## src/rtl/dll_seq_pkg.sv

```systemverilog
package dll_seq_pkg;
  typedef enum logic [2:0] {
    SEQ_IDLE    = 3'd0,
    SEQ_HOLD    = 3'd1,
    SEQ_RELEASE = 3'd2,
    SEQ_RUN     = 3'd3,
    SEQ_READY   = 3'd4
  } seq_state_e;
endpackage

```

## src/rtl/dll_rst_sync.sv

```systemverilog
module dll_rst_sync (
  input  logic clk,
  input  logic rst_n,
  output logic rst_n_sync
);
  logic [1:0] sync_q;

  always_ff @(posedge clk or negedge rst_n) begin
    if (!rst_n) sync_q <= 2'b00;
    else        sync_q <= {sync_q[0], 1'b1};
  end

  assign rst_n_sync = sync_q[1];
endmodule

```

## src/rtl/dll_tick_timer.sv

```systemverilog
module dll_tick_timer #(
  parameter int CNT_W = 5
) (
  input  logic             clk,
  input  logic             rst_n,
  input  logic             en,
  input  logic             tick,
  input  logic [CNT_W-1:0] limit,
  output logic             expire
);
  logic [CNT_W-1:0] cnt_q, cnt_d;
  logic             cnt_ce;

  // The stage ends on the tick that completes the programmed count.
  assign expire = en && tick && (cnt_q == (limit - CNT_W'(1)));

  always_comb begin
    cnt_d  = cnt_q;
    cnt_ce = 1'b0;
    if (!en) begin
      cnt_d  = '0;
      cnt_ce = (cnt_q != '0);
    end else if (tick) begin
      cnt_d  = expire ? '0 : cnt_q + CNT_W'(1);
      cnt_ce = 1'b1;
    end
  end

  always_ff @(posedge clk or negedge rst_n) begin
    if (!rst_n)      cnt_q <= '0;
    else if (cnt_ce) cnt_q <= cnt_d;
  end
endmodule

```

## src/rtl/dll_seq_fsm.sv

```systemverilog
module dll_seq_fsm
  import dll_seq_pkg::*;
(
  input  logic       clk,
  input  logic       rst_n,
  input  logic       start,
  input  logic       step_expire,
  output seq_state_e state,
  output logic       load,
  output logic       busy,
  output logic       done
);
  seq_state_e state_q, state_d;
  logic       done_q, done_d;

  always_comb begin
    state_d = state_q;
    load    = 1'b0;
    done_d  = 1'b0;
    unique case (state_q)
      SEQ_IDLE, SEQ_READY: begin
        if (start) begin
          state_d = SEQ_HOLD;
          load    = 1'b1;
        end
      end
      SEQ_HOLD:    if (step_expire) state_d = SEQ_RELEASE;
      SEQ_RELEASE: if (step_expire) state_d = SEQ_RUN;
      SEQ_RUN: begin
        if (step_expire) begin
          state_d = SEQ_READY;
          done_d  = 1'b1;
        end
      end
      default: state_d = SEQ_IDLE;
    endcase
  end

  assign busy  = (state_q == SEQ_HOLD) || (state_q == SEQ_RELEASE) || (state_q == SEQ_RUN);
  assign state = state_q;
  assign done  = done_q;

  always_ff @(posedge clk or negedge rst_n) begin
    if (!rst_n) begin
      state_q <= SEQ_IDLE;
      done_q  <= 1'b0;
    end else begin
      state_q <= state_d;
      done_q  <= done_d;
    end
  end
endmodule

```

## src/rtl/dll_ctrl_decode.sv

```systemverilog
module dll_ctrl_decode
  import dll_seq_pkg::*;
#(
  parameter int NUM_LANES    = 4,
  parameter int NARROW_LANES = 2
) (
  input  seq_state_e           state,
  input  logic                 wide,
  output logic                 mdll_disable,
  output logic                 mdll_nreset,
  output logic [NUM_LANES-1:0] lane_disable,
  output logic [NUM_LANES-1:0] lane_nreset
);
  // Control pair {disable, nreset} for one DLL given whether it takes part.
  function automatic logic [1:0] ctrl_pair(input seq_state_e st, input logic active);
    logic [1:0] pair;
    pair = 2'b10;
    if (active) begin
      unique case (st)
        SEQ_RELEASE:        pair = 2'b00;
        SEQ_RUN, SEQ_READY: pair = 2'b01;
        default:            pair = 2'b10;
      endcase
    end
    return pair;
  endfunction

  always_comb begin
    {mdll_disable, mdll_nreset} = ctrl_pair(state, 1'b1);
  end

  for (genvar gi = 0; gi < NUM_LANES; gi++) begin : g_lane
    logic lane_on;
    if (gi < NARROW_LANES) begin : g_always
      assign lane_on = 1'b1;
    end else begin : g_wide_only
      assign lane_on = wide;
    end
    always_comb begin
      {lane_disable[gi], lane_nreset[gi]} = ctrl_pair(state, lane_on);
    end
  end
endmodule

```

## src/rtl/dll_bringup_seq.sv

```systemverilog
module dll_bringup_seq
  import dll_seq_pkg::*;
#(
  parameter int NUM_LANES       = 4,
  parameter int WORD_W          = 32,
  parameter int MST_PH_W        = 6,
  parameter int MST_PH_LSB      = 16,
  parameter int LANE_PH_W       = 4,
  parameter int WAIT_HOLD_US    = 2,
  parameter int WAIT_RELEASE_US = 22,
  parameter int WAIT_RUN_US     = 22
) (
  input  logic                           clk,
  input  logic                           rst_n,
  input  logic                           start,
  input  logic [WORD_W-1:0]              phase_word,
  input  logic                           bus_is_32bit,
  input  logic                           us_tick,
  output logic                           mdll_disable,
  output logic                           mdll_nreset,
  output logic [MST_PH_W-1:0]            mdll_phase,
  output logic [NUM_LANES-1:0]           lane_disable,
  output logic [NUM_LANES-1:0]           lane_nreset,
  output logic [NUM_LANES*LANE_PH_W-1:0] lane_phase,
  output logic                           done
);
  localparam int NARROW_LANES = NUM_LANES / 2;
  localparam int WAIT_MAX_A   = (WAIT_HOLD_US > WAIT_RELEASE_US) ? WAIT_HOLD_US : WAIT_RELEASE_US;
  localparam int WAIT_MAX     = (WAIT_MAX_A > WAIT_RUN_US) ? WAIT_MAX_A : WAIT_RUN_US;
  localparam int CNT_W        = $clog2(WAIT_MAX + 1);

  logic       rst_n_sync;
  seq_state_e state;
  logic       load, busy, step_expire;
  logic [CNT_W-1:0] step_limit;

  logic                           wide_q;
  logic [MST_PH_W-1:0]            mph_q, mph_d;
  logic [NUM_LANES*LANE_PH_W-1:0] lph_q, lph_d;
  logic                           unused_word_par;

  assign unused_word_par = ^phase_word;

  dll_rst_sync u_rst_sync (
    .clk        (clk),
    .rst_n      (rst_n),
    .rst_n_sync (rst_n_sync)
  );

  dll_seq_fsm u_fsm (
    .clk         (clk),
    .rst_n       (rst_n_sync),
    .start       (start),
    .step_expire (step_expire),
    .state       (state),
    .load        (load),
    .busy        (busy),
    .done        (done)
  );

  always_comb begin
    unique case (state)
      SEQ_HOLD:    step_limit = CNT_W'(WAIT_HOLD_US);
      SEQ_RELEASE: step_limit = CNT_W'(WAIT_RELEASE_US);
      default:     step_limit = CNT_W'(WAIT_RUN_US);
    endcase
  end

  dll_tick_timer #(.CNT_W(CNT_W)) u_timer (
    .clk    (clk),
    .rst_n  (rst_n_sync),
    .en     (busy),
    .tick   (us_tick),
    .limit  (step_limit),
    .expire (step_expire)
  );

  // Phase fields taken from the packed word; inactive lanes load zero.
  always_comb begin
    mph_d = phase_word[MST_PH_LSB +: MST_PH_W];
  end

  for (genvar gl = 0; gl < NUM_LANES; gl++) begin : g_lph
    if (gl < NARROW_LANES) begin : g_low
      assign lph_d[gl*LANE_PH_W +: LANE_PH_W] = phase_word[gl*LANE_PH_W +: LANE_PH_W];
    end else begin : g_high
      assign lph_d[gl*LANE_PH_W +: LANE_PH_W] =
        bus_is_32bit ? phase_word[gl*LANE_PH_W +: LANE_PH_W] : '0;
    end
  end

  always_ff @(posedge clk or negedge rst_n_sync) begin
    if (!rst_n_sync) begin
      wide_q <= 1'b0;
      mph_q  <= '0;
      lph_q  <= '0;
    end else if (load) begin
      wide_q <= bus_is_32bit;
      mph_q  <= mph_d;
      lph_q  <= lph_d;
    end
  end

  dll_ctrl_decode #(
    .NUM_LANES    (NUM_LANES),
    .NARROW_LANES (NARROW_LANES)
  ) u_decode (
    .state        (state),
    .wide         (wide_q),
    .mdll_disable (mdll_disable),
    .mdll_nreset  (mdll_nreset),
    .lane_disable (lane_disable),
    .lane_nreset  (lane_nreset)
  );

  assign mdll_phase = mph_q;
  assign lane_phase = lph_q;
endmodule

```

## config.mk

```make
export PLATFORM = sky130hd
export DESIGN_NAME = dll_bringup_seq
export DESIGN_NICKNAME = d
export VERILOG_FILES = /design/src/rtl/dll_seq_pkg.sv /design/src/rtl/dll_rst_sync.sv /design/src/rtl/dll_tick_timer.sv /design/src/rtl/dll_seq_fsm.sv /design/src/rtl/dll_ctrl_decode.sv /design/src/rtl/dll_bringup_seq.sv
export SDC_FILE = /design/constraint.sdc
export NUM_CORES = 1
export LEC_CHECK = 0
export ABC_AREA = 1
export BUFFER_PORTS_ARGS = -buffer_cell sky130_fd_sc_hd__buf_4
export CAP_MARGIN = 20
export CORE_AREA = 3 3 56 96
export CTS_BUF_LIST = sky130_fd_sc_hd__clkbuf_8
export DETAILED_ROUTE_END_ITERATION = 10
export DIE_AREA = 0 0 59 99
export GPL_TIMING_DRIVEN = 0
export PLACE_DENSITY = 0.72
export SYNTH_ARGS = -nofsm -noshare
export SYNTH_HDL_FRONTEND = slang
export SYNTH_SLANG_ARGS = --single-unit
```

## constraint.sdc

```tcl
create_clock -name clk -period 1.8 [get_ports clk]
set_clock_uncertainty 0.15 [all_clocks]
set_input_delay 0.27 -clock clk [delete_from_list [all_inputs] [get_ports clk]]
set_output_delay 0.27 -clock clk [all_outputs]
set_load 0.02 [all_outputs]
```

==> results of run 1 <==
==> metal layers <==
layer	up-vias	GRT usage
met4	0	0.0646
li1	731	-
met1	635	0.148
met5	-	0
met3	4	0.0262
met2	33	0.228
==> what timing repair did <==
action	in CTS	in global routing
endpoints found under the hold margin	2	0
endpoints found under the setup margin	9	8
setup buffers	3	3
pin swaps	2	3
resized for setup	4	6
hold buffers	1	0
==> critical path, stage by stage, from the launching register on <==
cell     delay (ns)
dfrtp_1        0.40
inv_2          0.10
nand2_4        0.06
nor2_4         0.12
inv_2          0.06
a21oi_4        0.13
buf_6          0.11
buf_6          0.10
==> placed cells by master (no fill, tap or decap), types with 4 or more instances in the layout <==
cell	n
dfrtp_1	34
nand3_1	17
clkbuf_8	6
buf_2	4
nor2_1	4
buf_4	68
nand2_1	83
inv_2	6
inv_1	13
==> cell families (layout without fill, tap and decap cells) <==
| family | after synthesis | after routing |
|---|---|---|
| adders and majority gates | 3 | 3 |
| buffers and inverters | 29 | 103 |
| and+or+nand+nor | 116 | 116 |
| xor gates and xnor gates | 3 | 3 |
| AOI/OAI and AO/OA | 7 | 7 |
| other | 1 | 1 |
| DFF | 34 | 34 |
==> worst min path at each step <==
stage / from / slack, ns / depth (start not counted) / to
3_3_place_gp: rst_n / -0.1 / 1 / u_rst_sync.sync_q[0]
5_1_grt: phase_word[4] / 0.04 / 3 / lane_phase[4]
3_5_place_dp: rst_n / -0.1 / 1 / u_rst_sync.sync_q[0]
4_1_cts: phase_word[20] / 0.03 / 3 / mdll_phase[4]
2_1_floorplan: rst_n / -0.18 / 0 / u_rst_sync.sync_q[0]
6_report: u_rst_sync.sync_q[1] / 0.03 / 0 / u_timer.cnt_q[0]
==> report_power, final <==
| group | switching (uW) | leakage, uW | internal (uW) |
|---|---|---|---|
| registers | 200 | 0.000433 | 1070 |
| logic | 1340 | 0.000845 | 997 |
| clock network | 251 | 0.0000524 | 302 |
| total | 1790 | 0.00133 | 2370 |
==> per-stage QoR <==
stage               worst slack [ns]  utilization
floorplan                     0.0116            -
global placement               0.105        0.448
detailed placement            0.0931        0.453
CTS                          -0.0306        0.483
global route                 -0.0668        0.491
finish                        0.0222        0.491
==> cell type report <==
cell class	instances	share of cell area
Multi-Input combinational cell	130	0.278
Clock buffer	6	0.0357
Inverter	18	0.0292
Timing Repair Buffer	66	0.226
Sequential cell	34	0.368
Tap cell	52	0.0281
Clock inverter	2	0.00379
Buffer	11	0.0314
==> registers in the layout, summed over array words and instances (netlist names) <==
signal and flops:
lane_phase 16, mdll_phase 6, u_timer.cnt_q 5, u_fsm.state 3, u_rst_sync.sync_q 2, u_fsm.done 1, wide_q 1
==> impl_metrics.env, run 1 <==
export IMPL_finalPower_uw=4160
export IMPL_async_flop_share=1.00
export IMPL_min_period_ns=1.78
export IMPL_ys_ff_latch=34
export IMPL_wirelength_um=3490
export IMPL_synth_top_family_by_area="simple AND/OR/NAND/NOR gates"
export IMPL_multi_input_area_um2=643
export IMPL_die_height_um=99
export IMPL_synth_most_common_cell="nand2_1"
export IMPL_clk_latency_ns=0.28
export IMPL_htreeDepth=2
export IMPL_synth_cell_types=21
export IMPL_synthTopCellsByArea="dfrtp_1 53%, nand2_1 20%, nand3_1 5.3%"
export IMPL_synth_top_area_cell="dfrtp_1"
export IMPL_status="finished, final reports clean"
export IMPL_fin_hold_ws_ns=0.0331
export IMPL_antenna_found_initial=0
export IMPL_critPathRequiredTime_ns=1.38
export IMPL_wl_per_cell_um=10.9
export IMPL_crit_path_start_kind="flop"
export IMPL_r2r_cells=8
export IMPL_cap_violations=0
export IMPL_syn_inst=193
export IMPL_syn2layout_area_growth_pct=43.9
export IMPL_dpl_cell_area_um2=2130
export IMPL_syn_area_per_cell_um2=8.32
export IMPL_synth_compound_area_share=0.0226
export IMPL_num_io_pins=70
export IMPL_yosys_warnings=0
export IMPL_final_antenna_net_count=0
export IMPL_synth_edf_count=0
export IMPL_syn_area_um2=1610
export IMPL_cp_end_kind="output pin"
export IMPL_finalSetupViolCount=0
export IMPL_design_area_um2=2310
export IMPL_cts_made_buffers=5
export IMPL_grt_pass1_wl_um=6010
export IMPL_wl_met2_um=1960
export IMPL_power_density_nw_per_um2=1800
export IMPL_r2r_start="u_fsm.state[0]"
export IMPL_die_area_um2=5840
export IMPL_synth_xor_area_share=0.0164
export IMPL_grt_max_degree=24
export IMPL_cts_reportedPaths_clkPinSlew_ns=0.07
export IMPL_finalSetupTns_ns=0
export IMPL_firstDrtPassIters=4
export IMPL_track_usage=0.132
export IMPL_hpwl_um=2770
export IMPL_cts_tree="built"
export IMPL_drc=0
export IMPL_num_vias=1403
export IMPL_grt_pass1_vias=1396
export IMPL_ys_top_cells_by_count="84 x nand2_1, 34 x dfrtp_1, 17 x nand3_1"
export IMPL_ys_flop_type="dfrtp_1"
export IMPL_nets=306
export IMPL_clk_path_buf_depth=2
export IMPL_r2r_setup_slack_ns=0.28
export IMPL_hold_path_class="flop to async pin"
export IMPL_start_util=0.341
export IMPL_wl_met1_um=1330
export IMPL_finalMaxSlewViolations=0
export IMPL_crit_type="flop to output pin"
export IMPL_synth_fa_ha_area_frac=0.0234
export IMPL_crit_start="u_fsm.state[0]"
export IMPL_die_x_um=59
export IMPL_rows=33
export IMPL_dp_cells=304
export IMPL_drive_gt1_frac=0.371
export IMPL_period_share=0.988
export IMPL_rsz0062_at_grt="true"
export IMPL_r2r_end="lane_phase[12]"
export IMPL_via_per_inst=4.40
export IMPL_n_antenna_cell=0
export IMPL_crit_arrival_ns=1.36
export IMPL_seq_area_um2=851
export IMPL_synthSimpleGateAreaFrac=0.321
export IMPL_total_leakage_power_uw=0.00133
export IMPL_overflow=0
export IMPL_peakVddDrop_mv=1.09
export IMPL_dr_wl_met3_um=148
export IMPL_syn_nets=233
export IMPL_endpoint="lane_nreset[3]"
export IMPL_top_layer="met4"
export IMPL_synth_top_area_share=0.530
export IMPL_drtIter0Drc=28
export IMPL_place_congestion=0.772
export IMPL_fillers=465
export IMPL_fmax_ghz=0.562
export IMPL_hold_viol=0
export IMPL_synth_mux_area_frac=0
export IMPL_seq_area_frac_synth=0.530
export IMPL_cts_sinks=34
export IMPL_core_area_um2=4710
export IMPL_root_buffer="clkbuf_8"
export IMPL_portBuffers=58
export IMPL_critPathMaxFanout=3
export IMPL_fin_cells=319
No activity file was read; power rests on OpenSTA's default activity.
==> run 2: changes to the inputs <==
--- a/config.mk
+++ b/config.mk
@@ -5,15 +5,17 @@
 export SDC_FILE = /design/constraint.sdc
 export NUM_CORES = 1
 export LEC_CHECK = 0
-export ABC_AREA = 1
+export ABC_AREA = 0
 export BUFFER_PORTS_ARGS = -buffer_cell sky130_fd_sc_hd__buf_4
 export CAP_MARGIN = 20
-export CORE_AREA = 3 3 56 96
+export CELL_PAD_IN_SITES_DETAIL_PLACEMENT = 0
+export CELL_PAD_IN_SITES_GLOBAL_PLACEMENT = 1
+export CORE_AREA = 3 3 55 95
 export CTS_BUF_LIST = sky130_fd_sc_hd__clkbuf_8
 export DETAILED_ROUTE_END_ITERATION = 10
-export DIE_AREA = 0 0 59 99
+export DIE_AREA = 0 0 58 98
 export GPL_TIMING_DRIVEN = 0
-export PLACE_DENSITY = 0.72
+export PLACE_DENSITY = 0.9
 export SYNTH_ARGS = -nofsm -noshare
 export SYNTH_HDL_FRONTEND = slang
 export SYNTH_SLANG_ARGS = --single-unit
==> run 2 against run 1 <==
The run now ends with negative setup slack left. Non-clock buffer count increased by 6. Synthesized cell count decreased by 26%. Routed wire length increased by 6.3%. Sequential share of layout area decreased by 2.3 points. Clock-buffer cell count increased by 2. Critical path depth decreased by 2.
==> impl_metrics.env, run 2 <==
export IMPL_fillers=392
export IMPL_fin_cells=272
export IMPL_synthTopCellsByArea="dfrtp_1 54%, mux2_2 8.6%, nand2_1 6.2%"
export IMPL_syn_nets=183
export IMPL_fmax_ghz=0.525
export IMPL_min_from="phase_word[17]"
export IMPL_dp_cells=253
export IMPL_ys_flop_type="dfrtp_1"
export IMPL_die_height_um=98
export IMPL_period_share=1.06
export IMPL_cp_end_kind="output pin"
export IMPL_track_usage=0.140
export IMPL_cts_sinks=34
export IMPL_yosys_warnings=0
export IMPL_via_per_inst=4.76
export IMPL_crit_arrival_ns=1.48
export IMPL_clkPwrFrac=0.140
export IMPL_syn_inst=143
export IMPL_num_vias=1296
export IMPL_synth_most_common_cell="dfrtp_1"
export IMPL_overflow=0
export IMPL_hpwl_um=2690
export IMPL_relSlewSlack=0.640
export IMPL_crit_type="flop to output pin"
export IMPL_ys_ff_latch=34
export IMPL_finalMaxSlewViolations=0
export IMPL_final_antenna_net_count=0
export IMPL_place_congestion=0.795
export IMPL_status="finished, violations left"
export IMPL_failed_checks="negative setup slack"
export IMPL_synth_edf_count=0
export IMPL_switchingPower_uw=1720
export IMPL_critPathMaxFanout=4
export IMPL_root_buffer="clkbuf_8"
export IMPL_p_seq_frac=0.297
export IMPL_rows=32
export IMPL_cts_made_buffers=5
export IMPL_die_area_um2=5680
export IMPL_seq_area_frac_synth=0.540
export IMPL_syn_area_per_cell_um2=11.0
export IMPL_synth_top_area_cell="dfrtp_1"
export IMPL_synth_top_area_share=0.540
export IMPL_portBuffers=58
export IMPL_hold_path_class="input port to flop"
export IMPL_crit_path_start_kind="flop"
export IMPL_hold_viol=0
export IMPL_ys_top_cells_by_count="34 x dfrtp_1, 26 x nand2_1, 12 x mux2_2, 12 x o21ai_0, 7 x buf_4"
export IMPL_intPower_uw=2870
export IMPL_cts_reportedPaths_clkPinSlew_ns=0.07
export IMPL_power_density_nw_per_um2=1850
export IMPL_clk_path_buf_depth=2
export IMPL_async_flop_share=1.00
export IMPL_n_antenna_cell=0
export IMPL_grt_pass1_vias=1429
export IMPL_layout_setup_ws_ns=-0.104
export IMPL_min_period_ns=1.90
export IMPL_start_util=0.351
export IMPL_final_cell_mix="59 x buf_4, 31 x dfrtp_1, 26 x nand2_1"
export IMPL_grt_max_degree=23
export IMPL_antenna_found_initial=0
export IMPL_cap_violations=0
export IMPL_syn2layout_area_growth_pct=57.1
export IMPL_drc=0
export IMPL_drtIter0Drc=8
export IMPL_worst_slew_pin_slew_ns=0.540
export IMPL_rsz0062_at_grt="true"
export IMPL_drive_gt1_frac=0.552
export IMPL_largest_reg_flops=16
export IMPL_crit_start="u_fsm.state[1]"
export IMPL_finalSetupViolCount=10
export IMPL_r2r_setup_slack_ns=-0.09
export IMPL_synth_cell_types=36
export IMPL_grt_pass1_wl_um=6340
export IMPL_finalSetupTns_ns=-0.520
export IMPL_die_x_um=58
export IMPL_wl_per_cell_um=13.6
export IMPL_r2r_start="u_timer.cnt_q[0]"
export IMPL_cts_tree="built"
export IMPL_firstDrtPassIters=4
export IMPL_critPathRequiredTime_ns=1.38
export IMPL_htreeDepth=2
export IMPL_peakVddDrop_mv=0.948
export IMPL_num_io_pins=70
export IMPL_core_area_um2=4480
export IMPL_nets=260
export IMPL_switching_share=0.375
export IMPL_syn_area_um2=1580
export IMPL_p_comb_frac=0.563
export IMPL_total_leakage_power_uw=0.00119
export IMPL_final_common_cell="buf_4"
export IMPL_wirelength_um=3710
export IMPL_clk_latency_ns=0.27
==> run 2: cell count changes in the layout (fill, tap and decap cells not counted), sizes merged, moves of 2 or more <==
cell | previous run | this run
nand2 | 88 | 26
mux2 | 0 | 16
inv | 19 | 4
nand3 | 18 | 4
o21ai | 5 | 13
buf | 75 | 81
nor2 | 8 | 3
nand2b | 0 | 3
xor2 | 3 | 0
a21oi | 1 | 3
clkbuf | 7 | 9
nand4 | 2 | 0
nor2b | 0 | 2
or3 | 0 | 2
==> run 2: worst max-delay path, stage by stage, from the launching register on <==
cell and delay [ns]:
dfrtp_2 0.43, nor2b_4 0.15, a22o_4 0.26, and2_4 0.14
buf_6 0.11, buf_6 0.12
==> run 2: metrics by stage <==
stage	hold WS [ns]	total power [uW]	setup slack, ns	area (um2)	utilization
floorplan	-0.176	2620	-0.00932	1580	-
global placement	-0.0962	3410	-0.110	2080	0.465
detailed placement	-0.0948	3460	-0.132	2110	0.471
CTS	0.0518	4410	-0.140	2380	0.530
global route	0.0526	4880	-0.203	2470	0.552
finish	0.0616	4590	-0.104	2470	0.552
==> run 2: cell type report <==
type / instances / area (um2) / area share
tap: 51 / 63.8 / 0.0258
inverter: 4 / 15.0 / 0.00607
timing repair buffer: 73 / 619 / 0.250
multi-input combinational: 92 / 724 / 0.293
sequential: 34 / 855 / 0.345
buffer: 10 / 87.6 / 0.0354
clock buffer: 8 / 110 / 0.0445
==> run 2: metal layers <==
metal,vias to the layer above,global-route usage,routed length (um)
met3,4,0.0304,163
met2,33,0.266,2170
met1,629,0.148,1340
li1,630,-,-
met4,0,0.0375,31
met5,-,0,0
==> run 2: path summary, 6_finish.rpt <==
check,cells after the start,end
worst min register to register,0,lane_phase[3]
worst max-delay path,5,lane_nreset[3]
worst min-delay path,2,mdll_phase[1]
worst max register to register,6,u_timer.cnt_q[2]
min in group asynchronous,0,lane_phase[3]
max in group asynchronous,1,u_timer.cnt_q[0]
==> run 2: what timing repair did <==
action                                  in CTS  in global routing
setup buffers                                8                  5
pin swaps                                    7                  9
endpoints found under the setup margin      18                 21
hold buffers                                 1                  0
resized for setup                           20                 26
endpoints found under the hold margin        2                  0
==> run 2: kinds of logic (layout without fill, tap and decap cells) <==
kind of cell,count (synthesis),after routing,synth area share
muxes,17,17,0.125
other,1,1,0.00238
and+or+nand+nor,47,47,0.143
AOI/OAI and AO/OA,23,23,0.0921
DFF,34,34,0.540
adders and majority gates,3,3,0.0238
buffers and inverters,17,95,0.0675
xor gates and xnor gates,1,1,0.00556
==> run 2: power groups by stage <==
| stage | Clock, uW | Combinational [uW] | Sequential, uW |
|---|---|---|---|
| after floorplan | 0 | 1000 | 1620 |
| after global placement | 0 | 2060 | 1350 |
| after detailed placement | 0 | 2100 | 1350 |
| after CTS | 655 | 2420 | 1340 |
| after global routing | 684 | 2780 | 1420 |
| final | 641 | 2580 | 1370 |
==> run 3: changes to the inputs <==
--- a/config.mk
+++ b/config.mk
@@ -16,6 +16,7 @@
 export DIE_AREA = 0 0 58 98
 export GPL_TIMING_DRIVEN = 0
 export PLACE_DENSITY = 0.9
+export REMOVE_ABC_BUFFERS = 1
 export SYNTH_ARGS = -nofsm -noshare
 export SYNTH_HDL_FRONTEND = slang
 export SYNTH_SLANG_ARGS = --single-unit
==> run 3 against run 2 <==
Routed wire length shrank 0.51%. Sequential share of layout area is 1.7 points higher. The run still ends with negative setup slack left. Core utilization shrank 2.5 points. Sequential power about the same. Largest cell class unchanged.
==> impl_metrics.env, run 3 (synthesized netlist as in run 2, its figures left out) <==
export IMPL_track_usage=0.138
export IMPL_status="finished, violations left"
export IMPL_crit_arrival_ns=1.91
export IMPL_min_period_ns=1.89
export IMPL_cts_reportedPaths_clkPinSlew_ns=0.07
export IMPL_via_per_inst=4.81
export IMPL_crit_path_start_kind="flop"
export IMPL_wl_per_cell_um=13.9
export IMPL_cts_tree="built"
export IMPL_crit_type="flop to flop"
export IMPL_grt_pass1_vias=1312
export IMPL_nets=254
export IMPL_wirelength_um=3690
export IMPL_finalMaxSlewViolations=0
export IMPL_drc=0
export IMPL_clk_latency_ns=0.28
export IMPL_root_buffer="clkbuf_8"
export IMPL_cp_end_kind="flop"
export IMPL_die_x_um=58
export IMPL_layout_setup_ws_ns=-0.0902
export IMPL_die_area_um2=5680
export IMPL_place_congestion=0.788
export IMPL_n_antenna_cell=0
export IMPL_final_antenna_net_count=0
export IMPL_worst_slew_pin_slew_ns=0.579
export IMPL_core_area_um2=4480
export IMPL_grt_pass1_wl_um=6090
export IMPL_htreeDepth=2
export IMPL_largest_reg_flops=16
export IMPL_design_area_um2=2360
export IMPL_dpl_cell_area_um2=2020
export IMPL_final_cell_mix="68 x buf_4, 30 x dfrtp_1, 24 x nand2_1"
export IMPL_r2r_start="u_fsm.state[1]"
export IMPL_start_util=0.351
export IMPL_critPathRequiredTime_ns=1.82
export IMPL_clk_path_buf_depth=2
export IMPL_final_common_cell="buf_4"
export IMPL_cap_violations=0
export IMPL_drtIter0Drc=33
export IMPL_finalSetupViolCount=12
export IMPL_portBuffers=59
export IMPL_cts_sinks=34
export IMPL_cts_made_buffers=5
export IMPL_hpwl_um=2520
export IMPL_overflow=0
export IMPL_num_vias=1280
export IMPL_pre_cts_ws_ns=-0.441
export IMPL_syn2layout_area_growth_pct=50.1
export IMPL_fmax_ghz=0.529
export IMPL_hold_path_class="flop to async pin"
export IMPL_crit_start="u_fsm.state[1]"
export IMPL_grt_max_degree=32
export IMPL_hold_viol=0
export IMPL_drive_gt1_frac=0.558
export IMPL_antenna_found_initial=0
export IMPL_total_leakage_power_uw=0.00115
export IMPL_rsz0062_at_grt="true"
export IMPL_num_io_pins=70
export IMPL_critPathMaxFanout=3
export IMPL_peakVddDrop_mv=0.933
export IMPL_firstDrtPassIters=4
export IMPL_die_height_um=98
export IMPL_rows=32
export IMPL_relSlewSlack=0.612
export IMPL_failed_checks="negative setup slack"
export IMPL_period_share=1.05
export IMPL_power_density_nw_per_um2=1810
## run 3: cell types whose count changed in the layout (fill, tap and decap cells not counted), moves of 2 or more
cell / before / now
buf_6: 19 / 6
buf_4: 59 / 68
clkbuf_8: 8 / 6
nand2_1: 26 / 24
nand2_2: 0 / 2
## run 3: stage by stage
step                      std cells  utilization  power (uW)  hold WS, ns  TNS, ns
after floorplan                 130            -        2440       -0.176    -2.67
after global placement          240        0.444        3200      -0.0963    -7.49
after detailed placement        241        0.450        3260      -0.0959    -8.30
after CTS                       261        0.510        4150       0.0519   -0.352
after global routing            266        0.527        4580       0.0519    -2.91
final                           266        0.527        4280       0.0561   -0.562
## run 3: power breakdown
group	leakage, uW	switching, uW	total [uW]	internal, uW
sequential	0.000415	272	1380	1110
clock	0.0000524	264	566	303
combinational	0.000681	1130	2340	1210
total	0.00115	1670	4280	2620
## run 3: worst paths after layout
check	endpoint	slack (ns)	depth (start not counted)
hold reg to reg	lane_phase[8]	0.06	0
max in group asynchronous	u_fsm.state[1]	0.94	1
setup reg to reg	u_timer.cnt_q[2]	-0.09	6
setup / recovery	u_timer.cnt_q[2]	-0.09	6
min in group clk	mdll_phase[2]	0.06	2
hold / removal	lane_phase[8]	0.06	0
## run 3: cell type report
cell class,count,area (um2)
repair buffers,77,636
inverters,4,15.0
fillers,387,2120
clock inverters,2,8.76
clock buffers,6,82.6
multi-input cells,92,703
flip-flops and latches,34,856
well taps,51,63.8
## run 3: timing repair
item / in CTS / in global routing
hold endpoints to repair: 2 / 0
hold buffers: 1 / 0
endpoints found under the setup margin: 40 / 31
buffers inserted: 11 / 5
gates resized for setup: 19 / 13
pin swaps: 7 / 8
## run 3: layer usage
metal	GRT usage	wire (um)	vias to the layer above
met3	0.0331	222	6
li1	-	-	619
met2	0.252	2080	46
met5	0	0	-
met4	0.0625	54	0
met1	0.143	1340	609
## run 3: worst max-delay path, stage by stage (launching register included)
cell,delay [ns]
dfrtp_2,0.44
buf_12,0.14
buf_4,0.13
o21ba_4,0.21
mux2i_4,0.19
or4_1,0.42
o311ai_1,0.10
